==> config.mk <==
export PLATFORM = sky130hd
export DESIGN_NAME = hostlink_mbox
export DESIGN_NICKNAME = d
export VERILOG_FILES = /design/src/rtl/hostlink_pkg.sv /design/src/rtl/hostlink_regdec.sv /design/src/rtl/hostlink_exec.sv /design/src/rtl/hostlink_mbox.sv
export SDC_FILE = /design/constraint.sdc
export NUM_CORES = 1
export LEC_CHECK = 0
export ABC_AREA = 1
export BUFFER_PORTS_ARGS = -buffer_cell sky130_fd_sc_hd__buf_2
export CAP_MARGIN = 20
export CORE_MARGIN = 2
export CORE_UTILIZATION = 24
export DETAILED_ROUTE_END_ITERATION = 7
export GPL_TIMING_DRIVEN = 0
export HOLD_SLACK_MARGIN = 0.1
export PLACE_DENSITY_LB_ADDON = 0.25
export SLEW_MARGIN = 40
export SYNTH_ARGS = -nofsm -noshare
export SYNTH_HDL_FRONTEND = slang
export SYNTH_SLANG_ARGS = --single-unit
==> constraint.sdc <==
create_clock -name clk -period 1.5 [get_ports clk]
set_input_delay 0.075 -clock clk [delete_from_list [all_inputs] [get_ports clk]]
set_output_delay 0.075 -clock clk [all_outputs]
set_load 0.03 [all_outputs]
==> src/rtl/hostlink_pkg.sv <==
package hostlink_pkg;
   localparam int WORD_W  = 64;
   localparam int BUS_W   = 32;
   localparam int DEV_W   = 8;
   localparam int CMD_W   = 8;
   localparam int PAY_W   = WORD_W - DEV_W - CMD_W;
   localparam int HDR_W   = DEV_W + CMD_W;
   localparam int RESP_W  = 16;
   localparam int EXIT_W  = PAY_W - 1;
   localparam int CHAR_W  = 8;

   localparam logic [DEV_W-1:0] DEV_SYSTEM  = 8'd0;
   localparam logic [DEV_W-1:0] DEV_CONSOLE = 8'd1;
   localparam logic [CMD_W-1:0] CMD_SYS     = 8'd0;
   localparam logic [CMD_W-1:0] CMD_GETC    = 8'd0;
   localparam logic [CMD_W-1:0] CMD_PUTC    = 8'd1;
   localparam logic [RESP_W-1:0] RESP_CHAR  = 16'h0100;

   typedef enum logic [1:0] {
      ACT_ZERO = 2'd0,
      ACT_PUTC = 2'd1,
      ACT_EXIT = 2'd2,
      ACT_GETC = 2'd3
   } act_e;

   function automatic act_e classify(input logic [DEV_W-1:0] dev,
                                     input logic [CMD_W-1:0] cmd,
                                     input logic             pay_lsb);
      act_e a;
      a = ACT_ZERO;
      if (dev == DEV_SYSTEM && cmd == CMD_SYS && pay_lsb) a = ACT_EXIT;
      else if (dev == DEV_CONSOLE && cmd == CMD_PUTC)     a = ACT_PUTC;
      else if (dev == DEV_CONSOLE && cmd == CMD_GETC)     a = ACT_GETC;
      return a;
   endfunction
endpackage

==> src/rtl/hostlink_regdec.sv <==
module hostlink_regdec
   import hostlink_pkg::*;
#(
   parameter int ADDR_W  = 5,
   parameter int FH_OFFS = 0,
   parameter int TH_OFFS = 8,
   parameter bit RD_REG  = 1'b0
) (
   input  logic                clk,
   input  logic                rst_n,
   input  logic                wen,
   input  logic [ADDR_W-1:0]   addr,
   input  logic [WORD_W-1:0]   fh_word,
   input  logic [WORD_W-1:0]   th_word,
   output logic                wr_fh_lo,
   output logic                wr_fh_hi,
   output logic                wr_th_lo,
   output logic                wr_th_hi,
   output logic [BUS_W-1:0]    rdata
);
   localparam int HALF_B = BUS_W / 8;
   localparam logic [ADDR_W-1:0] A_FH_LO = ADDR_W'(FH_OFFS);
   localparam logic [ADDR_W-1:0] A_FH_HI = ADDR_W'(FH_OFFS + HALF_B);
   localparam logic [ADDR_W-1:0] A_TH_LO = ADDR_W'(TH_OFFS);
   localparam logic [ADDR_W-1:0] A_TH_HI = ADDR_W'(TH_OFFS + HALF_B);

   logic [BUS_W-1:0] rd_mux;

   assign wr_fh_lo = wen && (addr == A_FH_LO);
   assign wr_fh_hi = wen && (addr == A_FH_HI);
   assign wr_th_lo = wen && (addr == A_TH_LO);
   assign wr_th_hi = wen && (addr == A_TH_HI);

   always_comb begin
      rd_mux = '0;
      if      (addr == A_FH_LO) rd_mux = fh_word[BUS_W-1:0];
      else if (addr == A_FH_HI) rd_mux = fh_word[WORD_W-1:BUS_W];
      else if (addr == A_TH_LO) rd_mux = th_word[BUS_W-1:0];
      else if (addr == A_TH_HI) rd_mux = th_word[WORD_W-1:BUS_W];
   end

   generate
      if (RD_REG) begin : g_rd_flop
         logic [BUS_W-1:0] rd_q;
         always_ff @(posedge clk) begin
            if (!rst_n) rd_q <= '0;
            else        rd_q <= rd_mux;
         end
         assign rdata = rd_q;
      end else begin : g_rd_comb
         assign rdata = rd_mux;
      end
   endgenerate
endmodule

==> src/rtl/hostlink_exec.sv <==
module hostlink_exec
   import hostlink_pkg::*;
(
   input  logic               busy,
   input  logic [WORD_W-1:0]  req,
   input  logic               tx_ready,
   output act_e               act,
   output logic               done,
   output logic               reply_en,
   output logic [RESP_W-1:0]  reply,
   output logic               tx_valid,
   output logic [CHAR_W-1:0]  tx_data
);
   logic [DEV_W-1:0] dev;
   logic [CMD_W-1:0] cmd;
   logic [PAY_W-1:0] pay;

   assign dev = req[WORD_W-1 -: DEV_W];
   assign cmd = req[PAY_W +: CMD_W];
   assign pay = req[PAY_W-1:0];
   assign act = classify(dev, cmd, pay[0]);

   assign tx_valid = busy && (act == ACT_PUTC);
   assign tx_data  = pay[CHAR_W-1:0];
   assign done     = busy && ((act != ACT_PUTC) || tx_ready);
   assign reply_en = (act == ACT_PUTC) || (act == ACT_ZERO);
   assign reply    = (act == ACT_PUTC) ? (RESP_CHAR | RESP_W'(pay[CHAR_W-1:0])) : '0;
endmodule

==> src/rtl/hostlink_mbox.sv <==
module hostlink_mbox
   import hostlink_pkg::*;
#(
   parameter int ADDR_W  = 5,
   parameter int FH_OFFS = 0,
   parameter int TH_OFFS = 8,
   parameter bit RD_REG  = 1'b0
) (
   input  logic                clk,
   input  logic                rst_n,
   input  logic                reg_wen,
   input  logic [ADDR_W-1:0]   reg_addr,
   input  logic [31:0]         reg_wdata,
   output logic [31:0]         reg_rdata,
   output logic                con_tx_valid,
   input  logic                con_tx_ready,
   output logic [7:0]          con_tx_data,
   input  logic                con_rx_valid,
   input  logic [7:0]          con_rx_data,
   output logic                exit_valid,
   output logic [46:0]         exit_code,
   output logic                fh_partial
);
   localparam int SPAN = 2 * (BUS_W / 8);

   generate
      if (WORD_W != 2 * BUS_W) begin : g_bad_word
         $error("request word must be two bus halves");
      end
      if ((FH_OFFS % SPAN) != 0 || (TH_OFFS % SPAN) != 0) begin : g_bad_align
         $error("mailbox offsets must be word aligned");
      end
      if (FH_OFFS == TH_OFFS) begin : g_bad_overlap
         $error("mailbox offsets must differ");
      end
      if ((1 << ADDR_W) < FH_OFFS + SPAN || (1 << ADDR_W) < TH_OFFS + SPAN) begin : g_bad_addr
         $error("address width too small for offsets");
      end
   endgenerate

   logic [WORD_W-1:0] th_q, fh_q;
   logic              armed_q, busy_q, part_q, exit_q;
   logic [HDR_W-1:0]  pread_q;
   logic [EXIT_W-1:0] code_q;

   logic wr_fh_lo, wr_fh_hi, wr_th_lo, wr_th_hi;
   act_e act;
   logic done, reply_en;
   logic [RESP_W-1:0] reply;

   hostlink_regdec #(
      .ADDR_W(ADDR_W), .FH_OFFS(FH_OFFS), .TH_OFFS(TH_OFFS), .RD_REG(RD_REG)
   ) u_dec (
      .clk(clk), .rst_n(rst_n), .wen(reg_wen), .addr(reg_addr),
      .fh_word(fh_q), .th_word(th_q),
      .wr_fh_lo(wr_fh_lo), .wr_fh_hi(wr_fh_hi),
      .wr_th_lo(wr_th_lo), .wr_th_hi(wr_th_hi),
      .rdata(reg_rdata)
   );

   hostlink_exec u_exec (
      .busy(busy_q), .req(th_q), .tx_ready(con_tx_ready),
      .act(act), .done(done), .reply_en(reply_en), .reply(reply),
      .tx_valid(con_tx_valid), .tx_data(con_tx_data)
   );

   // request word, arm flag, processing flag, exit report
   always_ff @(posedge clk) begin
      if (!rst_n) begin
         th_q    <= '0;
         armed_q <= 1'b0;
         busy_q  <= 1'b0;
         pread_q <= '0;
         exit_q  <= 1'b0;
         code_q  <= '0;
      end else begin
         if (wr_th_lo) begin
            if (th_q == '0 && !busy_q) begin
               th_q[BUS_W-1:0] <= reg_wdata;
               armed_q         <= 1'b1;
            end else begin
               armed_q <= 1'b0;
            end
         end else if (wr_th_hi && armed_q) begin
            th_q[WORD_W-1:BUS_W] <= th_q[WORD_W-1:BUS_W] | reg_wdata;
            armed_q              <= 1'b0;
            busy_q               <= 1'b1;
         end
         if (done) begin
            busy_q <= 1'b0;
            if (act != ACT_EXIT) th_q <= '0;
            if (act == ACT_GETC) pread_q <= th_q[WORD_W-1 -: HDR_W];
            if (act == ACT_EXIT) begin
               exit_q <= 1'b1;
               code_q <= th_q[PAY_W-1:1];
            end
         end
      end
   end

   // reply word: processor write > command reply > received byte
   always_ff @(posedge clk) begin
      if (!rst_n) begin
         fh_q   <= '0;
         part_q <= 1'b0;
      end else if (wr_fh_lo) begin
         fh_q   <= {{(WORD_W-BUS_W){1'b0}}, reg_wdata};
         part_q <= 1'b1;
      end else if (wr_fh_hi) begin
         fh_q[WORD_W-1:BUS_W] <= fh_q[WORD_W-1:BUS_W] | reg_wdata;
         part_q               <= 1'b0;
      end else if (done && reply_en) begin
         fh_q <= {th_q[WORD_W-1 -: HDR_W], {(WORD_W-HDR_W-RESP_W){1'b0}}, reply};
      end else if (con_rx_valid) begin
         fh_q <= {pread_q, {(WORD_W-HDR_W-RESP_W){1'b0}}, RESP_CHAR | RESP_W'(con_rx_data)};
      end
   end

   assign exit_valid = exit_q;
   assign exit_code  = code_q;
   assign fh_partial = part_q;
endmodule

# Yosys cells after proc, flatten, opt, wreduce, memory -nomap -nowiden
# Cells that the tools add are included.
dict set report op_classes {
  addsub 0
  multipliers 0
  div_mod_pow 0
  n_lt_le_gt_ge 0
  eq_ne 11
  shift 0
  mux 24
  bitwise_logic 4
  reduce_logical 31
}
# cell n
set ops {}
lappend ops {{$mux 32} 11}
lappend ops {{$mux 64} 4}
lappend ops {{$logic_not 64->1} 1}
lappend ops {{$or 32x32->32} 2}
lappend ops {{$eq 8x1->1 const B} 2}
lappend ops {{$logic_not 8->1} 2}
lappend ops {{$logic_and 1x1->1} 13}
lappend ops {{$eq 5x4->1 const B} 2}
lappend ops {{$mux 9} 1}
lappend ops {{$reduce_and 2->1} 4}
lappend ops {{$mux 2} 3}
lappend ops {{$reduce_bool 3->1} 2}
lappend ops {{$eq 5x3->1 const B} 1}
lappend ops {{$logic_not 5->1} 1}
lappend ops {{$mux 1} 5}
lappend ops {{$eq 2x2->1 const B} 2}
lappend ops {{$ne 2x1->1 const B} 2}
lappend ops {{$reduce_bool 2->1} 2}
lappend ops {{$reduce_or 2->1} 2}
lappend ops {{$eq 2x1->1 const B} 1}
lappend ops {{$logic_not 2->1} 1}
lappend ops {{$logic_or 1x1->1} 2}
lappend ops {{$ne 2x2->1 const B} 1}
lappend ops {{$not 1->1} 2}
lappend ops {{$logic_not 1->1} 1}
dict set report totals {
  reg_bits 195
  latch_bits 0
  mem_bits_rw 0
  romBits 0
  input_bits 50
  output_inout_bits 90
  elab_cells 79
  memories 0
}

# Longest topological paths before layout
# Gate-level depths: netlist (run 1).
dict set report depth {
  word_depth 12
  depth_mapped 14
  mapped_depth_nobuf 14
}

# Hierarchy
# A second synthesis (run 1) with hierarchy kept.
dict set report hier_totals {
  hier_cells 1312
  area_unflattened_um2 9401.5
}
# module instances cells_each area_each_um2 seq_area_each_um2
set modules_own_cells {}
lappend modules_own_cells {hostlink_mbox 1 1028 7682.4 3903.7}
lappend modules_own_cells {hostlink_regdec 1 216 1348.8 0.0}
lappend modules_own_cells {hostlink_exec 1 68 370.4 0.0}

# Least setup slack after synthesis (run 1)
# No wires, ideal clock.
dict set report synth_path {
  path_kind {reg2reg}
  startpoint {register th_q[54]}
  endpoint {register fh_q[12]}
  setup_ns 0.115
  arrival_ns 1.560
  required_time_ns 1.385
  setup_slack_ns -0.175
  path_stages_with_launch 14
  path_buffers 2
  synth_period_minus_slack_ns 1.675
  path_cell_list {dfxtp_1 nor2_2 nand2_2 nor2_4 nand2_1 nand2_2 nor2_2 buf_6 nor2_4 nor2_4 nor2_2 nand2_2 buf_6 o21ai_2}
}
dict set report synth_between {
  elab_chain_len 12
  word_cells_on_any_way 21
  classes_between {eq/ne: 3; mux: 6; reduce/logical: 12}
}
# item line_no
set synth_lines {}
lappend synth_lines {{from (decl)} hostlink_mbox.sv:41} ;# logic [WORD_W-1:0] th_q, fh_q;
lappend synth_lines {{from (signal, indexed assignment)} hostlink_mbox.sv:79} ;# th_q[BUS_W-1:0] <= reg_wdata;
lappend synth_lines {{from (signal, indexed assignment)} hostlink_mbox.sv:85} ;# th_q[WORD_W-1:BUS_W] <= th_q[WORD_W-1:BUS_W] | reg_wdata;
lappend synth_lines {{$logic_not 8->1} {hostlink_pkg.sv:31, hostlink_pkg.sv:33}}
lappend synth_lines {{$logic_and 1x1->1} hostlink_pkg.sv:33} ;# else if (dev == DEV_CONSOLE && cmd == CMD_GETC) a = ACT_GETC;
lappend synth_lines {{$mux 2} hostlink_pkg.sv:33}
lappend synth_lines {{$mux 2} hostlink_pkg.sv:32} ;# else if (dev == DEV_CONSOLE && cmd == CMD_PUTC) a = ACT_PUTC;
lappend synth_lines {{$mux 2 (*)} hostlink_pkg.sv:31} ;# if (dev == DEV_SYSTEM && cmd == CMD_SYS && pay_lsb) a = ACT_EXIT;
lappend synth_lines {{$ne 2x1->1} hostlink_exec.sv:25} ;# assign done = busy && ((act != ACT_PUTC) || tx_ready);
lappend synth_lines {{$logic_or 1x1->1} hostlink_exec.sv:25}
lappend synth_lines {{$logic_and 1x1->1} hostlink_exec.sv:25}
lappend synth_lines {{$logic_and 1x1->1 (*)} hostlink_mbox.sv:112} ;# end else if (done && reply_en) begin
lappend synth_lines {{$mux 64} hostlink_mbox.sv:112}
lappend synth_lines {{$mux 32} hostlink_mbox.sv:109} ;# end else if (wr_fh_hi) begin
lappend synth_lines {{$mux 32} hostlink_mbox.sv:106} ;# end else if (wr_fh_lo) begin
lappend synth_lines {{to (signal assigned)} hostlink_mbox.sv:107} ;# fh_q <= {{(WORD_W-BUS_W){1'b0}}, reg_wdata};
lappend synth_lines {{to (signal, indexed assignment)} hostlink_mbox.sv:110} ;# fh_q[WORD_W-1:BUS_W] <= fh_q[WORD_W-1:BUS_W] | reg_wdata;
lappend synth_lines {{to (signal assigned)} hostlink_mbox.sv:113} ;# fh_q <= {th_q[WORD_W-1 -: HDR_W], {(WORD_W-HDR_W-RESP_W){1'b0}}, reply};
lappend synth_lines {{to (decl)} hostlink_mbox.sv:41}
# Every way passes the cells marked *; elsewhere a longest branch is shown, timed or not. The select of a mux whose other input is x is not followed.
# A chain may end at the register's enable or synchronous reset.

# Final worst setup path (run 1)
dict set report layout_path {
  startpoint {register th_q[58]}
  endpoint {register fh_q[47]}
}
dict set report layout_between {
  elab_chain_len 11
  word_cells_on_any_way 19
  classes_between {eq/ne: 3; mux: 5; reduce/logical: 11}
}
# item line_no
set layout_lines {}
lappend layout_lines {{$eq 8x1->1} {hostlink_pkg.sv:32, hostlink_pkg.sv:33}}
lappend layout_lines {{$logic_and 1x1->1} hostlink_pkg.sv:33}
lappend layout_lines {{$mux 2} hostlink_pkg.sv:33}
lappend layout_lines {{$mux 2} hostlink_pkg.sv:32}
lappend layout_lines {{$mux 2 (*)} hostlink_pkg.sv:31}
lappend layout_lines {{$ne 2x1->1} hostlink_exec.sv:25}
lappend layout_lines {{$logic_or 1x1->1} hostlink_exec.sv:25}
lappend layout_lines {{$logic_and 1x1->1} hostlink_exec.sv:25}
lappend layout_lines {{$logic_and 1x1->1 (*)} hostlink_mbox.sv:112}
lappend layout_lines {{$mux 64} hostlink_mbox.sv:112}
lappend layout_lines {{$mux 32} hostlink_mbox.sv:109}
lappend layout_lines {{to (signal, indexed assignment)} hostlink_mbox.sv:110}
lappend layout_lines {{to (signal assigned)} hostlink_mbox.sv:113}
lappend layout_lines {{to (signal assigned)} hostlink_mbox.sv:115} ;# fh_q <= {pread_q, {(WORD_W-HDR_W-RESP_W){1'b0}}, RESP_CHAR | RESP_W'(con_rx_data)};
# Every way passes the cells marked *; elsewhere a longest branch is shown, timed or not.

==> results of run 1 <==
[registers in the layout (all words and copies together) (netlist names)]
signal and flops:
th_q 64, busy_q 1, fh_partial 1, exit_code 47, pread_q 16, armed_q 1, exit_valid 1, fh_q 64
[cell families (layout without fill, tap and decap cells)]
logic type             after synthesis  after routing  synth area share (%)
flip-flops                         195            195                  48.0
buffers and inverters              182            487                  9.38
AND/OR/NAND/NOR                    402            403                  20.9
AO/OA/AOI/OAI                      316            316                  21.8
[worst max-delay path: stages (launching register included)]
cell and delay (ns):
dfxtp_2 0.34, nor2_4 0.14, nand3_4 0.10, nor2_4 0.17, nand3_4 0.10, nand2_4 0.09
nor2_4 0.05, buf_8 0.12, nor2_4 0.10, nor2_4 0.06, nor2_4 0.15, nand2_4 0.14
buf_8 0.19, nor2_1 0.10
[where the power goes]
part | switching (mW) | internal, mW | total, mW
clock | 2.12 | 2.47 | 4.58
combinational | 0.608 | 0.432 | 1.04
sequential | 0.0379 | 5.23 | 5.26
total | 2.76 | 8.12 | 10.9
[timing repair]
action                                  4_1_cts  5_1_grt
setup buffers                                49       28
gates resized for setup                     379      352
hold buffers                                 41        0
endpoints found under the hold margin       130        0
gates cloned                                  8       15
pin swaps                                    33       70
endpoints found under the setup margin      221      222
[cells in the mapped netlist (8+ instances only)]
master    number  area [um^2]
nand2_1      162          608
dfxtp_1      195         3900
o21ai_2       14          123
a21oi_1      124          621
inv_1        106          398
o21ai_0      129          646
buf_2         13         65.1
buf_4          9         67.6
nor2_1       152          571
o22ai_1       24          150
clkbuf_1      45          169
nor2_2        11         68.8
a221o_1        8         80.1
nand3_1       43          215
[metal layers]
layer,routed length (um),global-route usage [%]
met5,0,0
met1,16600,27.3
met3,2460,2.81
met2,18200,33.0
met4,1210,6.75
[worst min path at each step]
stage | slack [ns] | from | cells past startpoint | endpoint
2_1_floorplan | 0.22 | reg_wdata[1] | 2 | th_q[33]
3_3_place_gp | 0.36 | reg_wdata[15] | 3 | th_q[47]
3_5_place_dp | 0.37 | reg_wdata[29] | 3 | fh_q[29]
4_1_cts | 0.13 | con_rx_data[0] | 7 | fh_q[0]
5_1_grt | 0.19 | con_rx_data[0] | 7 | fh_q[0]
6_report | 0.15 | con_rx_data[0] | 7 | fh_q[0]
[metrics by stage]
step,power (mW),cell area (um^2)
5_1_grt,11.2,13700
4_1_cts,10.8,12100
3_3_place_gp,5.99,9460
2_1_floorplan,5.68,8200
6_report,10.9,13700
3_5_place_dp,6.00,9460
[final cells by class]
cell class | instances | share of cell area, %
multi-input combinational | 719 | 34.8
sequential | 195 | 28.8
timing repair buffer | 276 | 18.3
buffer | 71 | 6.55
tap | 448 | 4.08
clock buffer | 24 | 3.58
inverter | 109 | 3.39
clock inverter | 7 | 0.538
==> reports/metrics.cfg, run 1 <==
[routing]
drc=0
routedWlPerCell_um=20.8
detail-route-antenna-nets=0
route.vias.total=8997
dr.pass1.iters=4
first_iter_violations=753
wl_mm=38.5
vias_per_cell=4.87

[layout]
ff_latch_area_um2=3950
antennaDiodeCount=0
layout-drive-gt1-share_pct=46.9
final_cell_mix=164 x dfxtp_1, 130 x nor2_1, 108 x buf_2
syn2layout_area_growth_pct=68.7
fin_cells=1849
final_net_count=1439
fillerInstances=3315
final_core_util_pct=41.1
multi_input_area_um2=4780
final_common_cell=dfxtp_1

[sta]
tightest_slew_ns=0.937
period_share_pct=129
fin_crit_ns=1.94
max_freq_ghz=0.516
setup_ws_ns=-0.436
hold_violations=0
whs_ns=0.154
fin_skew_ns=0.0108
setup_viol=210
fin_setup_tns_ns=-57.85
rsz0062_at_grt=yes
slew_violations=0
slew_headroom_pct=37.6

[logic_synthesis]
yosysSeqAreaShare_pct=48.0
synthesis.nets=1145
ys_warn_count=0
synth_edf_count=0
synth_flop_cell=dfxtp_1
synth-async-reset-ratio_pct=0
yosysUniqueCellTypes=32
ys_ff_latch=195
syn_inst=1095
syn_area_per_cell_um2=7.43
syn_area_um2=8140

[placement]
dp_slack_ns=-1.17
numPortBuffers=139
dpl.hpwl_mm=24.2
place.gp.congestion=0.839
place_inst=1682

[clock_tree]
htreeDepth=4
cts.sinks=195
clock_latency_ns=0.45
cts_tree=built
path_clk_slew_ns=0.07
cts_buffers=17
clock_path_buffers=2
root_buffer=clkbuf_16

[setup_path]
cp-startpoint=th_q[58]
worst_ep_required_time_ns=1.88
r2r_end=fh_q[47]
worst_r2r_path_depth=13
criticalPathCategory=reg -> reg
cp-start-kind=register
ff2ff_setup_slack_ns=-0.44
arrival_ns=2.31
crit_path_end=fh_q[47]
cp_max_fo=10
end_kind=register
r2r_start=th_q[58]

[grt]
grt_max_degree=17
globalRouteOverflowTotal=0
grt_pass1_vias=8392
grtUsageTotal_pct=20.2
grt_pass1_wl_mm=53.3
antenna_found_initial=0

[floorplan]
core_um2=33400
die_w_um=188
die-area_um2=35400
initial_core_util_pct=24.3
fp-row-count=67
fp.dieH_um=188
ios=140

[run]
cap_viol_max_count=0

[pwr]
p_leak_nw=5.70
powerDensity_nw_per_um2=793
worst_ir_drop_vdd_mv=0.822

[outcome]
failed_checks=negative setup slack
outcome=finished with violations

[worst_hold_path]
hp-class=in -> reg

Power figures use the tool's default switching activity.
==> run 2: changes to the inputs <==
Settings changed: PLACE_DENSITY_LB_ADDON 0.25 to not set.
==> run 2 against run 1 <==
Effect of this change: the run still ends with negative setup slack left; sequential power about the same; final cell count increased by 0.27%; design area decreased by 0.87%; combinational power about the same; worst setup slack got worse by 0.26 ns; core utilization decreased by 0.36 points; via count increased by 6.1%; hold slack improved by 0.040 ns; non-clock buffer count increased by 4; critical path depth decreased by 2; global-route usage increased by 0.23 points; critical endpoint is now fh_q[0]; largest power group unchanged.
==> reports/metrics.cfg, run 2 (synthesis results as in run 1) <==
[outcome]
outcome=finished with violations
failed_checks=negative setup slack

[placement]
dpl.hpwl_mm=23.7  ; -2.2%
place.gp.congestion=0.850  ; +1.4%
dp_slack_ns=-1.04  ; +0.130 ns
numPortBuffers=139  ; unchanged

[sta]
setup_viol=220  ; +4.8%
slew_headroom_pct=41.2  ; +3.7 points
max_freq_ghz=0.456  ; -12%
fin_crit_ns=2.19  ; +0.257 ns
slew_violations=0  ; unchanged
rsz0062_at_grt=yes
hold_violations=0  ; unchanged
fin_setup_tns_ns=-74.58  ; -16.73 ns
setup_ws_ns=-0.693  ; -0.257 ns
period_share_pct=146  ; +17 points
fin_skew_ns=0.00723  ; -0.00359 ns
tightest_slew_ns=0.881  ; -0.0554 ns

[floorplan]
fp-row-count=67  ; unchanged
initial_core_util_pct=24.3  ; unchanged
ios=140  ; unchanged
fp.dieH_um=188  ; unchanged
die-area_um2=35400  ; unchanged
die_w_um=188  ; unchanged
core_um2=33400  ; unchanged

[pwr]
worst_ir_drop_vdd_mv=0.784  ; -4.6%
powerDensity_nw_per_um2=802  ; +1.2%
p_leak_nw=5.68  ; -0.39%

[clock_tree]
path_clk_slew_ns=0.07  ; about the same
clock_path_buffers=2  ; unchanged
htreeDepth=4  ; unchanged
cts_tree=built
root_buffer=clkbuf_16
clock_latency_ns=0.45  ; about the same
cts_buffers=17  ; unchanged
cts.sinks=195  ; unchanged

[routing]
routedWlPerCell_um=21.2  ; +1.8%
drc=0  ; unchanged
vias_per_cell=5.15  ; +5.8%
first_iter_violations=1030  ; +37%
dr.pass1.iters=5  ; +1
wl_mm=39.3  ; +2.1%
route.vias.total=9542  ; +6.1%
detail-route-antenna-nets=0  ; unchanged

[layout]
layout-drive-gt1-share_pct=46.3  ; -0.63 points
final_cell_mix=160 x dfxtp_1, 127 x nor2_1, 120 x nand2_1
final_net_count=1443  ; +0.28%
final_common_cell=dfxtp_1
ff_latch_area_um2=3960  ; +0.19%
syn2layout_area_growth_pct=67.3
fillerInstances=3157  ; -4.8%
multi_input_area_um2=4630  ; -3.3%

[setup_path]
r2r_start=th_q[52]
criticalPathCategory=reg -> reg
worst_r2r_path_depth=11  ; -2
cp-startpoint=th_q[52]
cp_max_fo=3  ; -7
arrival_ns=2.56  ; +0.25 ns
cp-start-kind=register
end_kind=register
worst_ep_required_time_ns=1.87  ; about the same

[worst_hold_path]
holdPathStages=7  ; unchanged
hp-class=in -> reg
holdCritStartpoint=con_rx_data[0]

[grt]
globalRouteOverflowTotal=0  ; unchanged
antenna_found_initial=1  ; +1
grt_pass1_wl_mm=54.4  ; +2.0%
grtUsageTotal_pct=20.4  ; +0.23 points
grt_pass1_vias=8983  ; +7.0%
grt_max_degree=17  ; unchanged

[run]
cap_viol_max_count=0  ; unchanged

==> run 2: cell count changes in the layout (fill, tap and decap cells not counted), moves of 6 or more <==
cell,delta
o22ai_4,-6
o21ai_2,+19
nand2_2,-11
nand2_1,+18
nand2_4,-6
buf_4,+10
o21ai_1,-8
buf_6,-8
o22ai_1,+11
inv_1,+6
o21ai_0,-12
==> run 2: per-stage QoR <==
step / instance area (um^2) / util, % / cells / total power [mW] / hold WS, ns
after global placement: 9460 / 28.3 / 1682 / 5.97 / 0.363
after global routing: 13600 / 40.7 / 1854 / 11.2 / 0.214
after CTS: 12700 / 37.9 / 1831 / 10.7 / 0.160
after detailed placement: 9460 / 28.3 / 1682 / 5.98 / 0.371
final: 13600 / 40.7 / 1854 / 10.9 / 0.194
after floorplan: 8200 / - / 1095 / 5.68 / 0.218
==> run 2: power breakdown <==
group,total (mW),internal [mW],switching [mW]
sequential,5.26,5.22,0.0390
combinational,1.06,0.436,0.620
clock,4.60,2.49,2.11
==> run 2: path summary, 6_finish.rpt <==
kind | to | slack (ns)
setup / recovery | fh_q[0] | -0.69
hold / removal | fh_q[0] | 0.19
setup reg to reg | fh_q[0] | -0.69
hold reg to reg | pread_q[11] | 0.46
==> run 2: worst max-delay path, cell delays in order (launching register included) <==
cell     delay, ns
dfxtp_4       0.36
nor2_4        0.16
nand2_4       0.09
buf_4         0.14
buf_4         0.12
nor3_1        0.33
nand4_1       0.36
nand2_1       0.16
nand3_1       0.09
nand2_1       0.08
nand2_1       0.07
a21oi_2       0.16
==> run 2: final cells by class <==
cell class / instances / area share (%)
diodes: 1 / 0.0184
multi-input cells: 719 / 34.0
clock inverters: 9 / 0.791
flip-flops and latches: 195 / 29.1
clock buffers: 22 / 3.34
plain buffers: 72 / 7.00
well taps: 448 / 4.12
repair buffers: 279 / 18.4
inverters: 109 / 3.25
==> run 2: repair_timing <==
action | in CTS | in global routing
hold endpoints to repair | 130 | 0
pin swaps | 71 | 57
setup buffers | 60 | 17
endpoints found under the setup margin | 221 | 226
cloned | 17 | 8
hold buffers | 41 | 0
gates resized for setup | 502 | 205
==> run 2: routing by layer <==
metal	wire length (um)	GRT usage [%]	vias to the layer above
met5	0	0	-
met4	2120	10.6	0
met3	3900	4.36	137
met2	18000	32.7	618
met1	15300	25.8	4563
li1	-	-	4224
==> run 3: changes to the inputs <==
Settings changed: ABC_AREA 1 to not set.
==> run 3 against run 2 <==
Effect of this change: the run still ends with negative setup slack left; combinational power is 10% higher; routed wire length is 13% lower; maximum frequency is 4.3% higher; global-route usage is 2.0 points lower; register-to-register slack better by 0.09 ns; critical endpoint is now th_q[52].
==> reports/metrics.cfg, run 3 <==
[outcome]
outcome=finished with violations
failed_checks=negative setup slack

[sta]
slew_headroom_pct=47.2  ; +6.0 points
setup_viol=213  ; -3.2%
fin_setup_tns_ns=-99.18  ; -24.61 ns
period_share_pct=140  ; -6.1 points
setup_ws_ns=-0.602  ; +0.0912 ns
tightest_slew_ns=0.792  ; -0.0898 ns
fin_skew_ns=0.0162  ; +0.00901 ns
max_freq_ghz=0.476  ; +4.3%
fin_crit_ns=2.10  ; -0.0912 ns
hold_violations=0  ; unchanged
slew_violations=0  ; unchanged
rsz0062_at_grt=yes

[setup_path]
cp_num_buf_inv=3  ; +1
cp_max_fo=10  ; +7
cp_slowest_cell=nor4_4
cp_common_cell=buf_8
r2r_end=th_q[52]
worst_ep_required_time_ns=1.87  ; about the same
criticalPathCategory=reg -> reg
r2r_start=th_q[58]
worst_r2r_path_depth=8  ; -3
arrival_ns=2.47  ; -0.09 ns
path_delay_family=simple AND/OR/NAND/NOR gates
slowest_delay_ns=0.38  ; +0.02 ns
cp-start-kind=register
crit_chain=nor4_4 -> and4_4 -> buf_4 -> nand4b_1 -> a31o_1 -> buf_8 -> buf_8 -> nor2_2
end_kind=register
ff2ff_setup_slack_ns=-0.60  ; +0.09 ns

[logic_synthesis]
ys_warn_count=0  ; unchanged
synthesis.nets=946  ; -17%
yosysTopAreaCellShare_pct=47.7  ; -0.30 points
synth-async-reset-ratio_pct=0  ; unchanged
yosysUniqueCellTypes=52  ; +63%
yosysSeqAreaShare_pct=47.7  ; -0.30 points
ys_ff_latch=195  ; unchanged
syn_area_per_cell_um2=9.14  ; +23%
syn_inst=896  ; -18%
synth_edf_count=0  ; unchanged
synth_flop_cell=dfxtp_1
synth.most_common_cell=dfxtp_1
synth.top_cells.by_area=dfxtp_1 48%, mux2i_1 11%, nor2_1 6.6%
synth_top_cell_by_area=dfxtp_1
syn_area_um2=8190  ; +0.63%
synth.cells.most_frequent=195 x dfxtp_1, 145 x nor2_1, 93 x mux2i_1

[pwr]
internal_power_mw=8.12  ; -0.37%
power_frac_clock_pct=42.4  ; +0.3 points
switching_power_mw=2.99  ; +7.9%
seq_power_share_pct=47.1  ; -1.1 points
p_leak_nw=5.21  ; -8.2%
pwr-share-comb_pct=10.5  ; +0.8 points
p_sw_share_pct=26.9  ; +1.5 points
powerDensity_nw_per_um2=891  ; +11%
worst_ir_drop_vdd_mv=0.802  ; +2.3%

[grt]
grt_pass1_vias=7998  ; -11%
grt_pass1_wl_mm=49.3  ; -9.3%
antenna_found_initial=0  ; -1
grtUsageTotal_pct=18.5  ; -2.0 points
grt_max_degree=20  ; +3
globalRouteOverflowTotal=0  ; unchanged

[clock_tree]
cts_tree=built
root_buffer=clkbuf_16
htreeDepth=4  ; unchanged
path_clk_slew_ns=0.08  ; about the same
clock_latency_ns=0.45  ; about the same
cts_buffers=17  ; unchanged
cts.sinks=195  ; unchanged
clock_path_buffers=2  ; unchanged

[floorplan]
initial_core_util_pct=24.4  ; +0.092 points
die-area_um2=35600  ; +0.62%
fp-row-count=67  ; unchanged
die_w_um=189  ; +0.31%
ios=140  ; unchanged
fp.dieH_um=189  ; +0.31%
core_um2=33500  ; +0.25%

[worst_hold_path]
hold_end=fh_q[0]
holdCritStartpoint=rst_n
hp-class=in -> reg
holdPathStages=3  ; -4

[layout]
final_net_count=1179  ; -18%
syn2layout_area_growth_pct=52.3
final_area_um2=12500  ; -8.4%
layout-drive-gt1-share_pct=41.2  ; -5.1 points
ff_latch_area_um2=4000  ; +0.98%
antennaDiodeCount=0  ; -1
multi_input_area_um2=4680  ; +1.2%
final_cell_mix=151 x dfxtp_1, 120 x nor2_1, 105 x buf_2
fin_cells=1590  ; -14%
fillerInstances=3352  ; +6.2%
final_common_cell=dfxtp_1

[routing]
top_layer=met4
dr.pass1.iters=5  ; unchanged
wl_mm=34.1  ; -13%
routedWlPerCell_um=21.4  ; +1.1%
wl_met3_mm=3.06  ; -21%
vias_per_cell=5.13  ; -0.37%
detail-route-antenna-nets=0  ; unchanged
first_iter_violations=672  ; -35%
dr_wl_met2_mm=15.5  ; -14%
drc=0  ; unchanged
wl_met1_mm=14.3  ; -6.3%
route.vias.total=8153  ; -15%

[placement]
dpl.hpwl_mm=23.4  ; -1.3%
place.gp.congestion=0.880  ; +3.5%
placed_area_um2=9800  ; +3.7%
numPortBuffers=136  ; -2.2%
place_inst=1480  ; -12%
dp_slack_ns=-1.19  ; -0.150 ns

[run]
cap_viol_max_count=0  ; unchanged

run 3: changes by cell type after synthesis, moves of 21 or more:
cell | previous run | this run
a211oi_1 | 1 | 29
a21oi_1 | 124 | 52
a221oi_1 | 3 | 34
a31oi_1 | 0 | 33
inv_1 | 106 | 3
mux2i_1 | 0 | 93
nand2_1 | 162 | 36
nand3_1 | 43 | 4
o21a_1 | 0 | 21
o21ai_0 | 129 | 27
run 3: per-layer routing:
| layer | vias up | track usage, % |
|---|---|---|
| met5 | - | 0 |
| met4 | 0 | 7.75 |
| met3 | 71 | 6.00 |
| met2 | 386 | 28.9 |
| met1 | 3953 | 23.3 |
| li1 | 3743 | - |
run 3: kinds of logic after synthesis:
| kind of cell | after synthesis | share of synthesized area [%] |
|---|---|---|
| AO/OA/AOI/OAI | 255 | 20.7 |
| buffers and inverters | 91 | 5.12 |
| flip-flops | 195 | 47.7 |
| multiplexers | 93 | 11.4 |
| AND/OR/NAND/NOR | 262 | 15.2 |
run 3: cell type report:
class,count,area share [%]
Buffer,82,6.70
Clock buffer,19,3.55
Clock inverter,13,1.23
Inverter,7,0.211
Multi-Input combinational cell,610,37.6
Sequential cell,195,32.0
Tap cell,448,4.49
Timing Repair Buffer,216,14.2
run 3: timing repair:
action                                  4_1_cts  5_1_grt
hold buffers                                 33        0
hold endpoints to repair                    128        0
gates cloned                                  7        2
endpoints found under the setup margin      230      229
resized for setup                           195      195
pin swaps                                    22       29
buffers inserted                             28       10
run 3: worst reg2reg max path, cell delays in order (launching register included):
cell	delay (ns)
dfxtp_4	0.36
nor4_4	0.38
and4_4	0.30
buf_4	0.14
nand4b_1	0.17
a31o_1	0.29
buf_8	0.16
buf_8	0.15
nor2_2	0.09
run 3: worst max-delay path by stage:
stage | cells after the start | start | slack, ns | endpoint
5_1_grt | 9 | th_q[58] | -0.60 | exit_code[22]
3_5_place_dp | 6 | reg_addr[3] | -1.19 | fh_q[19]
3_3_place_gp | 6 | reg_addr[3] | -1.16 | fh_q[25]
6_report | 8 | th_q[58] | -0.60 | th_q[52]
2_1_floorplan | 8 | th_q[53] | -0.27 | exit_code[27]
4_1_cts | 5 | th_q[58] | -0.54 | con_tx_valid
run 3: metrics by stage:
step / utilization [%] / hold slack (ns) / power [mW]
floorplan: - / 0.190 / 5.85
global placement: 29.2 / 0.348 / 6.19
detailed placement: 29.2 / 0.346 / 6.20
CTS: 35.1 / 0.102 / 11.0
global route: 37.2 / 0.116 / 11.5
finish: 37.2 / 0.123 / 11.1
run 3: power by group through the flow:
stage | Clock [mW] | Sequential (mW) | Combinational, mW
floorplan | 0 | 5.36 | 0.488
global placement | 0 | 5.37 | 0.821
detailed placement | 0 | 5.38 | 0.825
CTS | 4.76 | 5.24 | 1.02
global route | 5.00 | 5.24 | 1.21
finish | 4.71 | 5.24 | 1.17
